**config.mk**
```make
export PLATFORM = sky130hd
export DESIGN_NAME = sawPwmTimer
export DESIGN_NICKNAME = d
export VERILOG_FILES = /design/src/rtl/sawPwmPkg.sv /design/src/rtl/sawPwmDatapath.sv /design/src/rtl/sawPwmControl.sv /design/src/rtl/sawPwmTimer.sv
export SDC_FILE = /design/constraint.sdc
export NUM_CORES = 1
export LEC_CHECK = 0
export BUFFER_PORTS_ARGS = -buffer_cell sky130_fd_sc_hd__buf_2
export CAP_MARGIN = 5
export CORE_MARGIN = 2
export CORE_UTILIZATION = 66
export CTS_CLUSTER_DIAMETER = 80
export DETAILED_ROUTE_END_ITERATION = 6
export PLACE_DENSITY = 0.81
export SLEW_MARGIN = 20
export SYNTH_ARGS = -nofsm -noshare
export SYNTH_HDL_FRONTEND = slang
export SYNTH_SLANG_ARGS = --single-unit
```
**constraint.sdc**
```tcl
create_clock -name clk -period 5.2 [get_ports clk]
set_input_delay 1.04 -clock clk [delete_from_list [all_inputs] [get_ports clk]]
set_output_delay 1.04 -clock clk [all_outputs]
set_load 0.01 [all_outputs]
```
**src/rtl/sawPwmPkg.sv**
```systemverilog
package sawPwmPkg;
  // Strobes from the control to the datapath
  typedef struct packed {
    logic load;       // copy all shadow buffers to the active registers
    logic zeroCount;  // force the counter to zero
  } cntCtrl_t;
endpackage

```
**src/rtl/sawPwmDatapath.sv**
```systemverilog
module sawPwmDatapath
  import sawPwmPkg::*;
#(
  parameter int W  = 16,
  parameter int CH = 3,
  parameter int AW = 2
) (
  input  logic          clk,
  input  logic          rstN,
  input  cntCtrl_t      ctl,
  input  logic          wrEn,
  input  logic [AW-1:0] wrAddr,
  input  logic [W-1:0]  wrData,
  output logic          periodMatch,
  output logic [CH-1:0] dutyMatch
);
  localparam int NREG = CH + 1;   // slot CH holds the period

  logic [W-1:0] shadowReg [NREG];
  logic [W-1:0] activeReg [NREG];
  logic [W-1:0] count;

  always_ff @(posedge clk or negedge rstN) begin
    if (!rstN) begin
      for (int i = 0; i < NREG; i++) shadowReg[i] <= '0;
    end else if (wrEn && (int'(wrAddr) < NREG)) begin
      shadowReg[wrAddr] <= wrData;
    end
  end

  always_ff @(posedge clk or negedge rstN) begin
    if (!rstN) begin
      for (int i = 0; i < NREG; i++) activeReg[i] <= '0;
    end else if (ctl.load) begin
      for (int i = 0; i < NREG; i++) activeReg[i] <= shadowReg[i];
    end
  end

  always_ff @(posedge clk or negedge rstN) begin
    if (!rstN)              count <= '0;
    else if (ctl.zeroCount) count <= '0;
    else                    count <= count + 1'b1;
  end

  assign periodMatch = (count == activeReg[CH]);

  for (genvar g = 0; g < CH; g++) begin : gDutyCmp
    assign dutyMatch[g] = (count == activeReg[g]);
  end

  // the counter never runs past the active period
  a_r1_count_bound: assert property (@(posedge clk) disable iff (!rstN)
    count <= activeReg[CH]);

  // the active period changes only on a load strobe
  a_r2_active_hold: assert property (@(posedge clk) disable iff (!rstN)
    !ctl.load |=> $stable(activeReg[CH]));
endmodule

```
**src/rtl/sawPwmControl.sv**
```systemverilog
module sawPwmControl
  import sawPwmPkg::*;
#(
  parameter int CH = 3
) (
  input  logic          clk,
  input  logic          rstN,
  input  logic          enable,
  input  logic          periodMatch,
  input  logic [CH-1:0] dutyMatch,
  output cntCtrl_t      ctl,
  output logic          cycleIrq,
  output logic [CH-1:0] pwmOut,
  output logic [CH-1:0] setStrobe,
  output logic [CH-1:0] clrStrobe
);
  logic          enPrev;
  logic          startEvt;
  logic          periodHit;
  logic [CH-1:0] dutyHit;
  logic [CH-1:0] ffNext;

  assign startEvt  = enable & ~enPrev;
  assign periodHit = enable & ~startEvt & periodMatch;
  assign dutyHit   = {CH{enable & ~startEvt}} & dutyMatch;

  assign ctl.load      = startEvt | periodHit;
  assign ctl.zeroCount = ~enable | startEvt | periodHit;

  for (genvar g = 0; g < CH; g++) begin : gChan
    always_comb begin
      if (!enable)                    ffNext[g] = 1'b0;
      else if (startEvt || periodHit) ffNext[g] = 1'b1;  // set wins over a duty match
      else if (dutyHit[g])            ffNext[g] = 1'b0;
      else                            ffNext[g] = pwmOut[g];
    end
  end

  always_ff @(posedge clk or negedge rstN) begin
    if (!rstN) begin
      enPrev    <= 1'b0;
      cycleIrq  <= 1'b0;
      pwmOut    <= '0;
      setStrobe <= '0;
      clrStrobe <= '0;
    end else begin
      enPrev    <= enable;
      cycleIrq  <= periodHit;
      pwmOut    <= ffNext;
      setStrobe <= ffNext & ~pwmOut;
      clrStrobe <= pwmOut & ~ffNext;
    end
  end

  // a disabled timer is quiet in the next cycle
  a_r5_disabled_quiet: assert property (@(posedge clk) disable iff (!rstN)
    !enable |=> (pwmOut == '0 && !cycleIrq));

  // an enable edge sets every channel
  a_r5_start_sets: assert property (@(posedge clk) disable iff (!rstN)
    (enable && !enPrev) |=> (pwmOut == {CH{1'b1}}));

  // the strobes follow the flip-flop transitions
  a_r6_strobe_track: assert property (@(posedge clk) disable iff (!rstN)
    1'b1 |=> (setStrobe == (pwmOut & ~$past(pwmOut)) &&
              clrStrobe == ($past(pwmOut) & ~pwmOut)));
endmodule

```
**src/rtl/sawPwmTimer.sv**
```systemverilog
module sawPwmTimer
  import sawPwmPkg::*;
#(
  parameter  int W  = 16,
  parameter  int CH = 3,
  localparam int AW = $clog2(CH + 1)
) (
  input  logic          clk,
  input  logic          rstN,
  input  logic          enable,
  input  logic          wrEn,
  input  logic [AW-1:0] wrAddr,
  input  logic [W-1:0]  wrData,
  output logic          cycleIrq,
  output logic [CH-1:0] pwmOut,
  output logic [CH-1:0] setStrobe,
  output logic [CH-1:0] clrStrobe
);
  cntCtrl_t      ctl;
  logic          periodMatch;
  logic [CH-1:0] dutyMatch;

  sawPwmDatapath #(.W(W), .CH(CH), .AW(AW)) uDp (
    .clk(clk), .rstN(rstN), .ctl(ctl),
    .wrEn(wrEn), .wrAddr(wrAddr), .wrData(wrData),
    .periodMatch(periodMatch), .dutyMatch(dutyMatch)
  );

  sawPwmControl #(.CH(CH)) uCtl (
    .clk(clk), .rstN(rstN), .enable(enable),
    .periodMatch(periodMatch), .dutyMatch(dutyMatch),
    .ctl(ctl), .cycleIrq(cycleIrq), .pwmOut(pwmOut),
    .setStrobe(setStrobe), .clrStrobe(clrStrobe)
  );
endmodule

```
==> impl_metrics.env <==
export IMPL_skew_ns=0.00749
export IMPL_whs_ns=0.492
export IMPL_clock_path_buffers=2
export IMPL_syn_area_sq_mm=0.00694
export IMPL_hold_class="flop to flop"
export IMPL_ctsHoldBuffers=0
export IMPL_drive_above_1_share_pct=39.0
export IMPL_hpwl_um=8590
export IMPL_root_buffer="clkbuf_8"
export IMPL_ys_seq_area_share_pct=55.9
export IMPL_period_minus_slack_ns=2.90
export IMPL_synth_seq_cells=155
export IMPL_power_density_mw_per_mm2=450
export IMPL_area_growth_pct=11.9
export IMPL_tns_ns=0
export IMPL_cts_tree="done"
export IMPL_drv_slew=0
export IMPL_dr_pass1_iters=4
export IMPL_cts_setup_buffers=0
export IMPL_rows=37
export IMPL_cts_buffers=17
export IMPL_tightestPinTransition_ns=1.12
export IMPL_cts_sinks=155
export IMPL_setup_violations=0
export IMPL_worstSetupPathType="flop to flop"
export IMPL_critical_path_required_ns=5.62
export IMPL_n_antenna_cell=0
export IMPL_dpl_instance_area_sq_mm=0.00712
export IMPL_path_clk_slew_ns=0.06
export IMPL_place_gp_congestion=0.853
export IMPL_grt_pass1_wl_um=21500
export IMPL_drt_vias_per_instance=5.74
export IMPL_drc=0
export IMPL_relSlewSlack_pct=24.8
export IMPL_io_buffer_count=31
export IMPL_cts_htree_levels=4
export IMPL_period_share_pct=55.7
export IMPL_syn_nets=502
export IMPL_synth_top_area_share_pct=55.9
export IMPL_wl_per_cell_um=20.4
export IMPL_antenna_found_initial=0
export IMPL_end_kind="flop"
export IMPL_yosysWarnings=0
export IMPL_grt_pass1_vias=3994
export IMPL_avgSynthCellArea_sq_um=14.5
export IMPL_netlist_instances=479
export IMPL_grt_usage_pct=26.1
export IMPL_worst_setup_path_start_kind="flop"
export IMPL_max_freq_ghz=0.345
export IMPL_ios=32
export IMPL_fin_area_sq_mm=0.00776
export IMPL_multi_input_area_sq_mm=0.00287
export IMPL_vdd_drop_max_mv=0.303
export IMPL_nFillCells=651
export IMPL_seqCellArea_sq_mm=0.00388
export IMPL_overflow=0
export IMPL_critPathMaxFanout=36
export IMPL_arrival_ns=3.31
export IMPL_fin_nets=526
export IMPL_initial_core_util_pct=67.5
export IMPL_dieArea_sq_mm=0.0113
export IMPL_grt_max_degree=73
export IMPL_synth_top_cell_by_area="dfrtp_1"
export IMPL_rsz0062_at_grt="false"
export IMPL_insertion_delay_ns=0.53
export IMPL_drt_wl_total_um=13300
export IMPL_synth_top_cells_by_area="dfrtp_1 (56%), mux2_4 (14%), mux2_2 (10%)"
export IMPL_die_h_um=107
export IMPL_hold_viol_final=0
export IMPL_final_core_util_pct=75.5
export IMPL_total_power_mw=3.49
export IMPL_p_leak_nw=3.75
export IMPL_cts_resized=0
export IMPL_num_vias=3744
export IMPL_core_area_sq_mm=0.0103
export IMPL_drt_iter0_markers=215
export IMPL_ant_nets=0
export IMPL_cap_violations=0
export IMPL_outcome="finished, final reports clean"
export IMPL_die_x_um=107
export IMPL_ys_types=29
## power by group
part,internal (mW),switching (mW),leakage [nW]
Sequential,1.45,0.185,1.88
Combinational,0.357,0.211,1.55
Clock,0.820,0.464,0.311
Total,2.63,0.861,3.75
## worst paths after layout
kind,from,end,slack (ns),depth (start not counted)
min in group asynchronous,rstN,uDp.activeReg[21],0.51,1
worst min register to register,uCtl.pwmOut[0],uCtl.setStrobe[0],0.49,1
worst max register to register,uDp.count[2],uDp.activeReg[54],2.30,6
worst max-delay path,uDp.count[2],uDp.activeReg[54],2.30,6
worst min-delay path,uCtl.pwmOut[0],uCtl.setStrobe[0],0.49,1
max in group asynchronous,rstN,uDp.activeReg[20],3.68,2
## area by class of cell
class | count | share of cell area, %
Sequential cell | 155 | 50.0
Multi-Input combinational cell | 291 | 37.0
Clock buffer | 26 | 6.68
Timing Repair Buffer | 36 | 2.66
Tap cell | 136 | 2.19
Clock inverter | 6 | 1.35
Inverter | 2 | 0.0968
## cell families after synthesis
| kind of cell | after synthesis | share of synthesized area (%) |
|---|---|---|
| AO/OA/AOI/OAI | 7 | 0.794 |
| XOR/XNOR | 78 | 9.85 |
| adder cells (fa/ha/maj) | 1 | 0.180 |
| buffers and inverters | 33 | 2.83 |
| flip-flops | 155 | 55.9 |
| multiplexers | 128 | 24.2 |
| AND/OR/NAND/NOR | 77 | 6.19 |
## registers in the layout (all words and copies together) (netlist names)
register and cells:
uDp.shadowReg 64, uCtl.cycleIrq 1, uCtl.setStrobe 3, uDp.activeReg 64, uCtl.clrStrobe 3, uDp.count 16, uCtl.pwmOut 3, uCtl.enPrev 1
## worst max-delay path, stage by stage (launching register included)
cell,delay (ns)
dfrtp_1,0.59
xor2_1,0.28
nor4_2,0.07
nand4_2,0.16
a21bo_4,0.61
buf_4,0.66
mux2_4,0.36
## cells in the final DEF, fill, tap and decap left out, types with 2 or more instances in the layout
cell / count
a41o_1: 3
and3_1: 4
buf_2: 30
buf_4: 4
bufinv_16: 3
clkbuf_1: 2
clkbuf_16: 16
clkbuf_8: 8
clkinv_2: 3
dfrtp_1: 155
inv_1: 2
mux2_2: 64
mux2_4: 64
nand2_1: 9
nand3_1: 10
nand3b_1: 2
nand4_1: 5
nor2_1: 22
nor2b_1: 4
nor3_1: 3
nor4_1: 9
nor4_2: 4
o21ai_1: 3
xnor2_1: 17
xor2_1: 61
## Yosys cell counts
master	n
dfrtp_1	155
mux2_2	64
mux2_4	64
xor2_1	61
nor2_1	22
xnor2_1	17
clkbuf_1	15
nand3_1	10
nand2_1	9
nor4_1	9
buf_6	8
buf_2	7
nand4_1	5
and3_1	4
nor2b_1	4
nor4_2	4
a41o_1	3
nor3_1	3
o21ai_1	3
inv_1	2
nand3b_1	2
a21bo_2	1
and2_1	1
and4_1	1
buf_4	1
ha_1	1
nand4_2	1
nor3b_1	1
or4b_1	1
## per-layer routing
layer / wire length [um] / vias to the layer above / track usage (%)
met2: 6600 / 76 / 41.4
met4: 312 / 0 / 11.9
met1: 5920 / 1945 / 33.9
met3: 493 / 26 / 6.99
li1: - / 1697 / -
met5: 0 / - / 0
## stage by stage
stage	setup WS, ns	instances
after global routing	2.19	652
final	2.30	652
after CTS	2.31	651
after floorplan	2.69	479
after detailed placement	2.18	619
after global placement	2.24	619
Note: power is estimated with default switching activity, not from simulation.
